### src/rtl/spi_port_pkg.sv
// Package: shared defaults for the serial result port.
// Assumes: nothing; constants only.
package spi_port_pkg;
    localparam int unsigned DEF_RES_W      = 16;
    localparam int unsigned DEF_FRAME_W    = 8;
    localparam int unsigned DEF_TMO_NORMAL = 13955;
    localparam int unsigned DEF_TMO_TURBO  = 27910;
endpackage

### src/rtl/spi_sclk_edges.sv
// Module: finds rising and falling edges of the serial clock in the clk domain.
// Assumes: sclk is already synchronous to clk and each level lasts at least 2 clk cycles.
module spi_sclk_edges (
    input  logic clk,
    input  logic rst_n,
    input  logic cs_n,
    input  logic sclk,
    output logic rise,
    output logic fall
);
    logic sclk_q;

    // Purpose: remember the previous sclk level.
    always_ff @(posedge clk) begin
        if (!rst_n) sclk_q <= 1'b0;
        else        sclk_q <= sclk;
    end

    // Purpose: report edges only while the bus is selected.
    always_comb begin
        rise = !cs_n && sclk && !sclk_q;
        fall = !cs_n && !sclk && sclk_q;
    end
endmodule

### src/rtl/spi_rx_framer.sv
// Module: shifts in din at falling sclk and delivers whole bytes.
// Assumes: edges come from spi_sclk_edges; abort is a one-cycle pulse.
module spi_rx_framer #(
    parameter int unsigned FRAME_W = 8
) (
    input  logic               clk,
    input  logic               rst_n,
    input  logic               cs_n,
    input  logic               fall,
    input  logic               din,
    input  logic               abort,
    output logic [FRAME_W-1:0] rx_byte,
    output logic               rx_valid,
    output logic               partial
);
    localparam int unsigned BC_W = (FRAME_W > 2) ? $clog2(FRAME_W) : 1;
    localparam logic [BC_W-1:0] LAST = BC_W'(FRAME_W - 1);

    logic [BC_W-1:0]    bit_cnt;
    logic [FRAME_W-1:0] shreg;
    logic [FRAME_W-1:0] next_sh;

    // Purpose: next shift value with the new bit in the LSB.
    always_comb next_sh = {shreg[FRAME_W-2:0], din};

    // Purpose: count bits, assemble bytes, and clear on deselect or stall.
    always_ff @(posedge clk) begin
        if (!rst_n) begin
            bit_cnt  <= '0;
            shreg    <= '0;
            rx_byte  <= '0;
            rx_valid <= 1'b0;
        end else begin
            rx_valid <= 1'b0;
            if (cs_n || abort) begin
                bit_cnt <= '0;
            end else if (fall) begin
                shreg <= next_sh;
                if (bit_cnt == LAST) begin
                    rx_byte  <= next_sh;
                    rx_valid <= 1'b1;
                    bit_cnt  <= '0;
                end else begin
                    bit_cnt <= bit_cnt + 1'b1;
                end
            end
        end
    end

    // Purpose: tell the stall timer that a byte is open.
    always_comb partial = (bit_cnt != '0);
endmodule

### src/rtl/spi_stall_timer.sv
// Module: counts modulator clocks while a byte is partial and no sclk edge occurs;
//         issues an abort pulse when the mode-selected limit is reached.
// Assumes: both limits are at least 2.
module spi_stall_timer #(
    parameter int unsigned TMO_NORMAL = 13955,
    parameter int unsigned TMO_TURBO  = 27910,
    parameter int unsigned CNT_W      = $clog2(((TMO_NORMAL > TMO_TURBO) ? TMO_NORMAL : TMO_TURBO) + 1)
) (
    input  logic             clk,
    input  logic             rst_n,
    input  logic             cs_n,
    input  logic             rise,
    input  logic             fall,
    input  logic             partial,
    input  logic             turbo,
    output logic             abort,
    output logic [CNT_W-1:0] cnt
);
    localparam logic [CNT_W-1:0] LIM_N = CNT_W'(TMO_NORMAL - 1);
    localparam logic [CNT_W-1:0] LIM_T = CNT_W'(TMO_TURBO - 1);

    logic             run;
    logic [CNT_W-1:0] last_val;

    // Purpose: decide whether the count advances and where it ends.
    always_comb begin
        run      = !cs_n && partial && !rise && !fall;
        last_val = turbo ? LIM_T : LIM_N;
        abort    = run && (cnt == last_val);
    end

    // Purpose: advance, clear, or wrap the stall count.
    always_ff @(posedge clk) begin
        if (!rst_n)               cnt <= '0;
        else if (!run || abort)   cnt <= '0;
        else                      cnt <= cnt + 1'b1;
    end
endmodule

### src/rtl/spi_tx_path.sv
// Module: holds the latest result, sends it MSB-first at rising sclk, and drives
//         the ready flag. A word is copied from the holding register only at its first bit.
// Assumes: each word is clocked as RES_W rise/fall pairs.
module spi_tx_path #(
    parameter int unsigned RES_W = 16
) (
    input  logic             clk,
    input  logic             rst_n,
    input  logic             cs_n,
    input  logic             rise,
    input  logic             fall,
    input  logic             abort,
    input  logic             res_valid,
    input  logic [RES_W-1:0] res_data,
    output logic             dout_bit,
    output logic             in_word,
    output logic             drdy_n
);
    localparam int unsigned TC_W = $clog2(RES_W + 1);
    localparam logic [TC_W-1:0] WORD_END = TC_W'(RES_W);

    logic [RES_W-1:0] hold;
    logic [RES_W-1:0] shreg;
    logic [TC_W-1:0]  tx_cnt;
    logic             word_start;

    // Purpose: detect the first rising edge of a word.
    always_comb word_start = rise && (tx_cnt == '0);

    // Purpose: keep the newest result for the next word.
    always_ff @(posedge clk) begin
        if (!rst_n)         hold <= '0;
        else if (res_valid) hold <= res_data;
    end

    // Purpose: step through the word bits and close the word after its last falling edge.
    always_ff @(posedge clk) begin
        if (!rst_n) begin
            tx_cnt   <= '0;
            shreg    <= '0;
            dout_bit <= 1'b0;
        end else if (cs_n || abort) begin
            tx_cnt <= '0;
        end else if (word_start) begin
            dout_bit <= hold[RES_W-1];
            shreg    <= {hold[RES_W-2:0], 1'b0};
            tx_cnt   <= TC_W'(1);
        end else if (rise && tx_cnt < WORD_END) begin
            dout_bit <= shreg[RES_W-1];
            shreg    <= {shreg[RES_W-2:0], 1'b0};
            tx_cnt   <= tx_cnt + 1'b1;
        end else if (fall && tx_cnt == WORD_END) begin
            tx_cnt <= '0;
        end
    end

    // Purpose: set the ready flag on a new result and clear it when a word starts.
    always_ff @(posedge clk) begin
        if (!rst_n)          drdy_n <= 1'b1;
        else if (res_valid)  drdy_n <= 1'b0;
        else if (word_start) drdy_n <= 1'b1;
    end

    // Purpose: tell the output mux whether a word is in flight.
    always_comb in_word = (tx_cnt != '0);
endmodule

### src/rtl/spi_result_port.sv
// Module: top of the serial result port; ties edge detect, receive framing,
//         stall timer and transmit path together and muxes the data output.
// Assumes: cs_n, sclk and din are synchronous to clk (the modulator clock).
module spi_result_port
    import spi_port_pkg::*;
#(
    parameter int unsigned RES_W      = DEF_RES_W,
    parameter int unsigned FRAME_W    = DEF_FRAME_W,
    parameter int unsigned TMO_NORMAL = DEF_TMO_NORMAL,
    parameter int unsigned TMO_TURBO  = DEF_TMO_TURBO
) (
    input  logic               clk,
    input  logic               rst_n,
    input  logic               cs_n,
    input  logic               sclk,
    input  logic               din,
    output logic               dout,
    output logic               dout_oe,
    output logic               drdy_n,
    input  logic               turbo,
    input  logic               res_valid,
    input  logic [RES_W-1:0]   res_data,
    output logic [FRAME_W-1:0] rx_byte,
    output logic               rx_valid
);
    localparam int unsigned TMO_MAX = (TMO_NORMAL > TMO_TURBO) ? TMO_NORMAL : TMO_TURBO;
    localparam int unsigned CNT_W   = $clog2(TMO_MAX + 1);

    logic             rise, fall, abort, partial, dout_bit, in_word;
    logic [CNT_W-1:0] tmo_cnt;

    spi_sclk_edges u_edges (
        .clk(clk), .rst_n(rst_n), .cs_n(cs_n), .sclk(sclk), .rise(rise), .fall(fall)
    );

    spi_rx_framer #(.FRAME_W(FRAME_W)) u_rx (
        .clk(clk), .rst_n(rst_n), .cs_n(cs_n), .fall(fall), .din(din), .abort(abort),
        .rx_byte(rx_byte), .rx_valid(rx_valid), .partial(partial)
    );

    spi_stall_timer #(.TMO_NORMAL(TMO_NORMAL), .TMO_TURBO(TMO_TURBO), .CNT_W(CNT_W)) u_tmo (
        .clk(clk), .rst_n(rst_n), .cs_n(cs_n), .rise(rise), .fall(fall), .partial(partial),
        .turbo(turbo), .abort(abort), .cnt(tmo_cnt)
    );

    spi_tx_path #(.RES_W(RES_W)) u_tx (
        .clk(clk), .rst_n(rst_n), .cs_n(cs_n), .rise(rise), .fall(fall), .abort(abort),
        .res_valid(res_valid), .res_data(res_data), .dout_bit(dout_bit), .in_word(in_word),
        .drdy_n(drdy_n)
    );

    // Purpose: send word bits during a word and the ready flag otherwise; float when deselected.
    always_comb begin
        dout    = in_word ? dout_bit : drdy_n;
        dout_oe = !cs_n;
    end
endmodule

### config.mk
export PLATFORM = sky130hd
export DESIGN_NAME = spi_result_port
export DESIGN_NICKNAME = d
export VERILOG_FILES = /design/src/rtl/spi_port_pkg.sv /design/src/rtl/spi_sclk_edges.sv /design/src/rtl/spi_rx_framer.sv /design/src/rtl/spi_stall_timer.sv /design/src/rtl/spi_tx_path.sv /design/src/rtl/spi_result_port.sv
export SDC_FILE = /design/constraint.sdc
export NUM_CORES = 1
export LEC_CHECK = 0
export ABC_AREA = 1
export BUFFER_PORTS_ARGS = -buffer_cell sky130_fd_sc_hd__buf_4
export CORE_MARGIN = 5
export CORE_UTILIZATION = 40
export CTS_BUF_LIST = sky130_fd_sc_hd__clkbuf_8
export DETAILED_ROUTE_END_ITERATION = 10
export HOLD_SLACK_MARGIN = 0.06
export MAX_ROUTING_LAYER = met4
export PLACE_DENSITY = 0.58
export SYNTH_ARGS = -nofsm -noshare
export SYNTH_HDL_FRONTEND = slang
export SYNTH_HIERARCHICAL = 1
export SYNTH_SLANG_ARGS = --single-unit
export TNS_END_PERCENT = 5
### constraint.sdc
create_clock -name clk -period 3.1 [get_ports clk]
set_input_delay 0.62 -clock clk [delete_from_list [all_inputs] [get_ports clk]]
set_output_delay 0.62 -clock clk [all_outputs]
set_load 0.005 [all_outputs]
# Yosys cells after proc, flatten, opt, wreduce, memory -nomap -nowiden

Cells that the tools add are included.

Register bits after elaboration: 74
Bits of input ports: 23
Output and inout bits: 12
Logic and storage cells: 68

Add/subtract/negate cells: 3
Magnitude comparators: 1
Equality and inequality tests: 3
Multiplexer cells: 13
Bitwise gates (word level): 3
Reduce and logical (&&, ||, !) cells: 33

Operators by type and width:

| kind                    | count |
|---|---|
| $mux W16                | 2 |
| $add A15 B1 Y15 const B | 1 |
| $eq A15 B15 Y1          | 1 |
| $mux W15                | 1 |
| $logic_and A1 B1 Y1     | 11 |
| $mux W5                 | 2 |
| $mux W1                 | 7 |
| $logic_not A1 Y1        | 6 |
| $reduce_bool A2 Y1      | 3 |
| $reduce_bool A3 Y1      | 2 |
| $reduce_or A3 Y1        | 2 |
| $add A5 B1 Y5 const B   | 1 |
| $eq A5 B5 Y1 const B    | 1 |
| $logic_not A5 Y1        | 1 |
| $lt A5 B5 Y1 const B    | 1 |
| $reduce_bool A5 Y1      | 1 |
| $reduce_and A2 Y1       | 2 |
| $reduce_or A2 Y1        | 2 |
| $add A3 B1 Y3 const B   | 1 |
| $eq A3 B3 Y1 const B    | 1 |
| $mux W3                 | 1 |
| $not A1 Y1              | 3 |
| $reduce_and A3 Y1       | 1 |
| $logic_or A1 B1 Y1      | 2 |

# Longest topological paths before layout

Gate-level depths: netlist of the first run.

Word-level depth: 10
Depth in mapped cells: 13
Depth with buffers taken out: 12

# Cells and area by module

The synthesis of the first run kept the hierarchy.

Modules (own cells, without submodules):

| module          | instances | cells each | area each (sq um) | sequential area each (sq um) |
|---|---|---|---|---|
| spi_tx_path     | 1         | 240        | 1,730.4           | 760.7 |
| spi_stall_timer | 1         | 128        | 850.8             | 300.3 |
| spi_rx_framer   | 1         | 110        | 828.3             | 380.4 |
| spi_sclk_edges  | 1         | 9          | 52.6              | 20.0 |
| spi_result_port | 1         | 5          | 18.8              | 0.0 |

# Least setup slack after synthesis of the first run

Ideal clock, no wire load.

Kind: input port to flip-flop
Start point: in turbo
End point: reg u_tx.shreg[15]
Arrival time: 1.749 ns
Slack: 1.230 ns
Stages: 13
Path buffers: 1
Cell sequence: inv_1 nand2_1 nor2_1 nand2_1 nand2_1 nand3_2 nor2_1 nor2_1 nand2_2 inv_2 buf_4 o21ai_0 a21oi_2

Word-level cells in the longest chain between the ends: 6

RTL lines:

| what                               | RTL line              | source |
|---|---|---|
| start: declaration                 | spi_result_port.sv:20 | `input logic turbo,` |
| $mux W15                           | spi_stall_timer.sv:28 | `last_val = turbo ? LIM_T : LIM_N;` |
| $eq A15 B15 Y1                     | spi_stall_timer.sv:29 | `abort = run && (cnt == last_val);` |
| $logic_and A1 B1 Y1                | spi_stall_timer.sv:29 |  |
| net abort                          | spi_result_port.sv:29 | `logic rise, fall, abort, partial, dout_bit, in_word;` |
| $logic_or A1 B1 Y1                 | spi_tx_path.sv:42     | `end else if (cs_n \|\| abort) begin` |
| $not A1 Y1 (no source line)        | n/a                   |  |
| $reduce_and A2 Y1 (no source line) | n/a                   |  |
| end signal: assignment             | spi_tx_path.sv:46     | `shreg <= {hold[RES_W-2:0], 1'b0};` |
| end signal: assignment             | spi_tx_path.sv:50     | `shreg <= {shreg[RES_W-2:0], 1'b0};` |
| end: declaration                   | spi_tx_path.sv:23     | `logic [RES_W-1:0] shreg;` |

The timed path passes the listed nets, and every way through them passes these cells.
A chain may end at the register's enable or synchronous reset.

# Worst setup path in the final report of the first run

Start point: reg u_tx.tx_cnt[0]
End point: out dout

Word-level cells in the longest chain between the ends: 2

RTL lines:

| what                     | RTL line              | source |
|---|---|---|
| start: declaration       | spi_tx_path.sv:24     | `logic [TC_W-1:0] tx_cnt;` |
| start signal: assignment | spi_tx_path.sv:51     | `tx_cnt <= tx_cnt + 1'b1;` |
| $reduce_bool A5 Y1       | spi_tx_path.sv:65     | `always_comb in_word = (tx_cnt != '0);` |
| net in_word              | spi_result_port.sv:29 |  |
| $mux W1                  | spi_result_port.sv:54 | `dout = in_word ? dout_bit : drdy_n;` |
| end: declaration         | spi_result_port.sv:17 | `output logic dout,` |

The timed path passes the listed nets, and every way through them passes these cells.

==> results of run 1 <==
worst register-to-register path, delay by kind of cell (launching register included):
| kind | cells | cell delay [ns] |
|---|---|---|
| and+or+nand+nor | 8 | 0.96 |
| DFF | 1 | 0.40 |
| buffers and inverters | 1 | 0.21 |
| AOI/OAI and AO/OA | 2 | 0.34 |
cells in the final DEF, fill, tap and decap left out, types with 2 or more instances in the layout:
master	count
nand2_1	116
nand4_1	11
nand2_2	5
ha_1	6
nand3_4	2
bufinv_16	2
o21ai_1	4
nor2_2	5
inv_1	83
nor2_4	4
xnor2_1	5
nor2_1	59
nor3_1	2
a21oi_2	8
a21oi_1	30
buf_4	36
nand3_2	2
nand3_1	17
clkbuf_8	10
o21ai_0	35
dfxtp_1	73
xor2_1	4
power by group:
part	internal, W	leakage, nW	switching (W)
Clock	0.000478	0.113	0.000364
Sequential	0.000965	0.595	0.0000112
Combinational	0.0000577	1.01	0.0000872
Total	0.00150	1.72	0.000462
state kept, by name, summed over array words and instances (netlist names):
| register | flops |
|---|---|
| u_rx/rx_byte | 8 |
| u_tx/tx_cnt | 5 |
| u_tx/hold | 16 |
| u_rx/shreg | 7 |
| u_tx/shreg | 15 |
| u_tx/drdy_n | 1 |
| u_rx/rx_valid | 1 |
| u_edges/sclk_q | 1 |
| u_tmo/cnt | 15 |
| u_tx/dout_bit | 1 |
| u_rx/bit_cnt | 3 |
kinds of logic (layout without fill, tap and decap cells):
| kind of cell | count (synthesis) | in the layout | synth area share, % |
|---|---|---|---|
| AO/OA/AOI/OAI | 78 | 78 | 12.2 |
| XOR/XNOR | 9 | 9 | 2.26 |
| adder cells (fa/ha/maj) | 6 | 6 | 2.16 |
| buffers and inverters | 100 | 136 | 12.4 |
| flip-flops | 73 | 73 | 42.0 |
| AND/OR/NAND/NOR | 226 | 226 | 29.0 |
worst min path at each step:
| stage | start | endpoint |
|---|---|---|
| floorplan | u_tx/hold[14]$_SDFFE_PN0P_ | u_tx/hold[14]$_SDFFE_PN0P_ |
| global placement | u_tx/hold[3]$_SDFFE_PN0P_ | u_tx/hold[3]$_SDFFE_PN0P_ |
| detailed placement | u_tx/hold[11]$_SDFFE_PN0P_ | u_tx/hold[11]$_SDFFE_PN0P_ |
| CTS | sclk | u_edges/sclk_q$_SDFF_PN0_ |
| global route | u_tx/hold[11]$_SDFFE_PN0P_ | u_tx/hold[11]$_SDFFE_PN0P_ |
| finish | u_tx/hold[7]$_SDFFE_PN0P_ | u_tx/hold[7]$_SDFFE_PN0P_ |
final cells by class:
class	instances	area, µm²	share of cell area [%]
inverters	84	315	7.89
repair buffers	36	270	6.76
flip-flops and latches	73	1460	36.6
multi-input cells	319	1590	39.7
clock inverters	6	90.1	2.25
well taps	108	135	3.38
clock buffers	10	138	3.44
metal layers:
metal / share of wire (%) / vias to the layer above / GRT usage [%]
met2: 47 / 26 / 23.1
li1: - / 1585 / -
met5: 0 / - / -
met1: 49 / 1308 / 16.7
met4: 1.1 / 0 / 5.08
met3: 2.5 / 6 / 3.82
metrics by stage:
stage,setup slack [ns],cells,hold slack (ns),area [µm²]
floorplan,1.23,492,0.430,3480
global placement,0.829,620,0.442,3770
detailed placement,0.712,620,0.452,3770
CTS,0.615,636,0.462,4000
global route,0.466,636,0.485,4000
finish,0.649,636,0.460,4000
==> metrics.yaml, run 1 <==
worst_setup_path:
  startpoint_type: "flop"
  cpMostUsedCell: "nand2_1"
  cp-endpoint: "dout"
  crit_fanout: 18
  critPathSlowestCell: "dfxtp_1"
  path_cells: "inv_1, ha_1, nand2_1, nor2_4, buf_4, nand2_1, inv_1, nand2_1, nand2_1, buf_4"
  max_stage_delay_ns: 0.41
  worstPathArrival_ns: 1.83
  r2r-start: "u_tmo/cnt[9]$_SDFF_PP0_"
  critPathTopFamily: "buffers and inverters"
  cp.required_ns: 2.48
  rr_endpoint: "u_tx/shreg[4]$_SDFFE_PN0P_"
  rrSetupSlack_ns: 1.06
  cp.buffers_inverters: 4
  worstSetupEndpointType: "primary output"
  cp-startpoint: "u_tx/tx_cnt[0]$_SDFFE_PP0P_"
  cp_num_cells: 10
  reg2reg_depth: 11
  path_class: "flop to primary output"
yosys:
  netlist_area_um2: 3480
  synth_edf_count: 0
  synth_area_per_cell_um2: 7.07
  ys_top_cells_by_area: "dfxtp_1 42%, nand2_1 13%, inv_1 9.0%"
  postSynthNetCount: 521
  yosysMostFrequentCell: "nand2_1"
  yosysTopAreaCellShare_pct: 42.0
  synth_ff_type: "dfxtp_1"
  yosysUniqueCellTypes: 29
  synth_largest_area_cell: "dfxtp_1"
  yosys_warnings: 6
  ys_seq_elements: 73
  yosysSeqAreaShare_pct: 42.0
  syn_inst: 492
  async_flop_share_pct: 0
  synth.top_cells.by_count: "116 x nand2_1, 83 x inv_1, 73 x dfxtp_1, 59 x nor2_1, 35 x o21ai_0"
global_routing:
  grt_antenna_before_repair: 0
  grt_first_pass_wirelength_um: 11600
  grt_max_degree: 53
  grt_pass1_vias: 2695
  overflow: 0
  grt_use_total_pct: 14.1
die:
  rows: 34
  start_util_pct: 40.5
  die_area_um2: 10700
  coreArea_um2: 8590
  boundaryPins: 35
  fp.dieW_um: 103
  die_y_um: 103
timing:
  skew_ns: 0.00922
  slew_violations: 0
  fmax_mhz: 408
  min_period_ns: 2.45
  tightest_slew_ns: 0.812
  slew_headroom_pct: 45.8
  finalSetupViolations: 0
  final_hold_viol_count: 0
  fin_setup_tns_ns: 0
  finalCritPeriodShare_pct: 79.1
  rsz0062_at_grt: "no"
clock_tree:
  numClockSinks: 73
  hold_buffers: 0
  cts_root_buffer: "clkbuf_8"
  numCtsBuffers: 9
  clockBufferDepth: 2
  cts.htree.levels: 3
  clk-insertion-delay-late_ns: 0.34
  path_clk_slew_ns: 0.08
  cts_tree: "yes"
  postCtsSetupRepairBufs: 0
  cts_resized: 0
run:
  cap_violations: 0
finish:
  fill_cells: 931
  diodes: 0
  area_growth_syn_to_layout_pct: 14.8
  drive_above_1_share_pct: 15.3
  postLayoutCoreUtil_pct: 46.5
  nets: 552
hold_path:
  hp-class: "flop to flop"
  whs_path_depth: 2
routing:
  num_vias: 2925
  avgRoutedWirePerCell_um: 10.7
  drc: 0
  finalWirelength_um: 6800
  viasPerCell: 4.60
  dr.pass1.iters: 4
  ant_nets: 0
  first_iter_violations: 74
pwr:
  power_w: 0.00196
  power_density_nw_per_um2: 491
  p_leak_nw: 1.72
  worst_ir_drop_vdd_mv: 0.319
place:
  port_buffers: 34
  gp_congestion: 0.803
  place_hpwl_um: 4700
status:
  status: "completed"
No activity file was read; power rests on OpenSTA's default activity.
==> run 2: changes to the inputs <==
Settings changed: ABC_AREA 1 to 0.
Clock period 3.1 ns to 2.4 ns, I/O delays scaled along.
==> metrics.yaml, run 2 <==
worst_setup_path:
  r2r-start: "u_tmo/cnt[7]$_SDFF_PP0_"
  cp-startpoint: "u_tx/tx_cnt[1]$_SDFFE_PP0P_"
  cp.required_ns: 1.92  # -0.56 ns
  path_class: "flop to primary output"
  startpoint_type: "flop"
  critPathSlowestCell: "dfxtp_1"
  worstSetupEndpointType: "primary output"
  path_cells: "inv_1, ha_1, nor3b_2, nand2b_1, mux2_4, buf_4"
  critPathTopFamily: "flip-flops"
  worstPathArrival_ns: 1.69  # -0.14 ns
  cp.buffers_inverters: 2  # -2
  crit_fanout: 4  # -14
  max_stage_delay_ns: 0.39  # -0.02 ns
global_routing:
  global_route.usage.met1_pct: 17.2  # +0.52 points
  grt_pass1_vias: 2422  # -10%
  grt_util_met2_pct: 21.0  # -2.1 points
  grt_antenna_before_repair: 0  # unchanged
  overflow: 0  # unchanged
  grt_max_degree: 39  # -26%
  grt_first_pass_wirelength_um: 11200  # -3.2%
  busiest_layer: "met2"
  grt_use_total_pct: 13.7  # -0.40 points
  grt_use_met3_pct: 3.21  # -0.61 points
finish:
  nets: 406  # -26%
  largest_register: "u_tx/hold"
  largest_registers: "u_tx/hold: 16 flops, u_tmo/cnt: 15 flops, u_tx/shreg: 15 flops"
  area_growth_syn_to_layout_pct: 16.4
  diodes: 0  # unchanged
  drive_above_1_share_pct: 25.7  # +10 points
  final_common_cell: "dfxtp_1"
  postLayoutCoreUtil_pct: 48.0  # +1.5 points
  layout.cells.non_filler: 487  # -23%
  layout_common_cells: "73 x dfxtp_1, 44 x buf_4, 33 x mux2i_1"
  largest_reg_flops: 16  # unchanged
yosys:
  yosys.area_share.simple_pct: 25.8  # -3.2 points
  yosys_warnings: 6  # unchanged
  syn_inst: 343  # -30%
  ys_top_cells_by_area: "dfxtp_1 43%, mux2i_1 9.7%, o31ai_2 3.7%"
  yosysSeqAreaShare_pct: 43.1  # +1.1 points
  netlist_area_um2: 3390  # -2.7%
  yosysMostFrequentCell: "dfxtp_1"
  synth_largest_area_cell: "dfxtp_1"
  synth_top_family_by_area: "simple AND/OR/NAND/NOR gates"
  synthMuxAreaShare_pct: 10.2  # +10 points
  postSynthNetCount: 372  # -29%
  synth_compound_area_share_pct: 10.1  # -2.1 points
  synth.top_cells.by_count: "73 x dfxtp_1, 33 x mux2i_1, 25 x nor2_1, 22 x nand2_1, 20 x a21oi_1"
  async_flop_share_pct: 0  # unchanged
  yosysTopAreaCellShare_pct: 43.1  # +1.1 points
  synth_ff_type: "dfxtp_1"
  synth_edf_count: 0  # unchanged
  synth_area_per_cell_um2: 9.88  # +40%
  synthAdderAreaFrac_pct: 2.22  # +0.059 points
  ys_seq_elements: 73  # unchanged
  synthXorXnorAreaFrac_pct: 3.10  # +0.84 points
  yosysUniqueCellTypes: 46  # +59%
pwr:
  power_density_nw_per_um2: 606  # +23%
  p_leak_nw: 1.41  # -18%
  worst_ir_drop_vdd_mv: 0.282  # -12%
clock_tree:
  clockBufferDepth: 2  # unchanged
  numClockSinks: 73  # unchanged
  clk-insertion-delay-late_ns: 0.34  # about the same
  path_clk_slew_ns: 0.08  # about the same
  cts_tree: "yes"
  postCtsSetupRepairBufs: 0  # unchanged
  numCtsBuffers: 9  # unchanged
  cts_root_buffer: "clkbuf_8"
  cts.htree.levels: 3  # unchanged
  cts_resized: 0  # unchanged
  hold_buffers: 0  # unchanged
timing:
  fin_ws_ns: 0.226  # -0.423 ns
  holdWs_ns: 0.374  # -0.0857 ns
  finalSetupViolations: 0  # unchanged
  min_period_ns: 2.17
  slew_violations: 0  # unchanged
  fmax_mhz: 460
  skew_ns: 0.00765  # -0.00156 ns
  slew_headroom_pct: 57.3  # +11 points
  tightest_slew_ns: 0.641  # -0.171 ns
  final_hold_viol_count: 0  # unchanged
  finalCritPeriodShare_pct: 90.6
  rsz0062_at_grt: "no"
hold_path:
  hp-class: "input pin to flop"
  hold_start: "sclk"
die:
  rows: 33  # -2.9%
  die_area_um2: 10400  # -2.4%
  coreArea_um2: 8220  # -4.4%
  die_y_um: 102  # -1.2%
  boundaryPins: 35  # unchanged
  start_util_pct: 41.2  # +0.73 points
  fp.dieW_um: 102  # -1.2%
routing:
  num_vias: 2461  # -16%
  drc: 0  # unchanged
  viasPerCell: 5.05  # +9.9%
  avgRoutedWirePerCell_um: 13.3  # +25%
  first_iter_violations: 126  # +70%
  dr.pass1.iters: 4  # unchanged
  finalWirelength_um: 6490  # -4.6%
  ant_nets: 0  # unchanged
status:
  status: "completed"
place:
  pre_cts_slack_ns: 0.00595  # -0.706 ns
  port_buffers: 34  # unchanged
  gp_congestion: 0.839  # +4.6%
  placed_cells: 471  # -24%
  place_hpwl_um: 4330  # -7.9%
run:
  cap_violations: 0  # unchanged
[run 2: report_power, final]
part | total, W | internal, W | switching [W]
logic | 0.000162 | 0.0000777 | 0.0000845
registers | 0.00124 | 0.00123 | 0.0000115
clock network | 0.000984 | 0.000510 | 0.000474
total | 0.00239 | 0.00182 | 0.000570
[run 2: cell type report]
type / count / area, µm²
multi-input combinational: 238 / 1740
fill: 789 / 4270
sequential: 73 / 1460
clock inverter: 6 / 67.6
clock buffer: 10 / 138
timing repair buffer: 46 / 370
inverter: 9 / 33.8
tap: 105 / 131
[run 2: cell families (layout without fill, tap and decap cells)]
group | after synthesis | count (layout)
XOR/XNOR | 12 | 12
multiplexers | 34 | 34
buffers and inverters | 32 | 71
AO/OA/AOI/OAI | 46 | 46
flip-flops | 73 | 73
adder cells (fa/ha/maj) | 6 | 6
AND/OR/NAND/NOR | 140 | 140
[run 2: worst paths after layout]
| check | endpoint | slack (ns) | depth (start not counted) |
|---|---|---|---|
| min reg2reg | u_rx/rx_byte[6]$_SDFFE_PN0P_ | 0.46 | 2 |
| max | dout | 0.23 | 6 |
| max reg2reg | u_rx/rx_valid$_SDFF_PP0_ | 0.23 | 7 |
| min | u_edges/sclk_q$_SDFF_PN0_ | 0.37 | 2 |
[run 2: per-stage QoR]
| step | power (W) | setup TNS [ns] | instance area [µm²] |
|---|---|---|---|
| 6_report | 0.00239 | 0 | 3940 |
| 5_1_grt | 0.00249 | 0 | 3940 |
| 4_1_cts | 0.00243 | 0 | 3940 |
| 3_5_place_dp | 0.00143 | 0 | 3740 |
| 3_3_place_gp | 0.00143 | -0.0230 | 3740 |
| 2_1_floorplan | 0.00137 | 0 | 3390 |
[run 2: routing by layer]
layer | share of wire, % | wire length [µm] | up-vias
li1 | - | - | 1277
met1 | 50 | 3240 | 1140
met2 | 46 | 2960 | 38
met3 | 3.3 | 212 | 6
met4 | 1.2 | 76 | 0
met5 | 0 | 0 | -
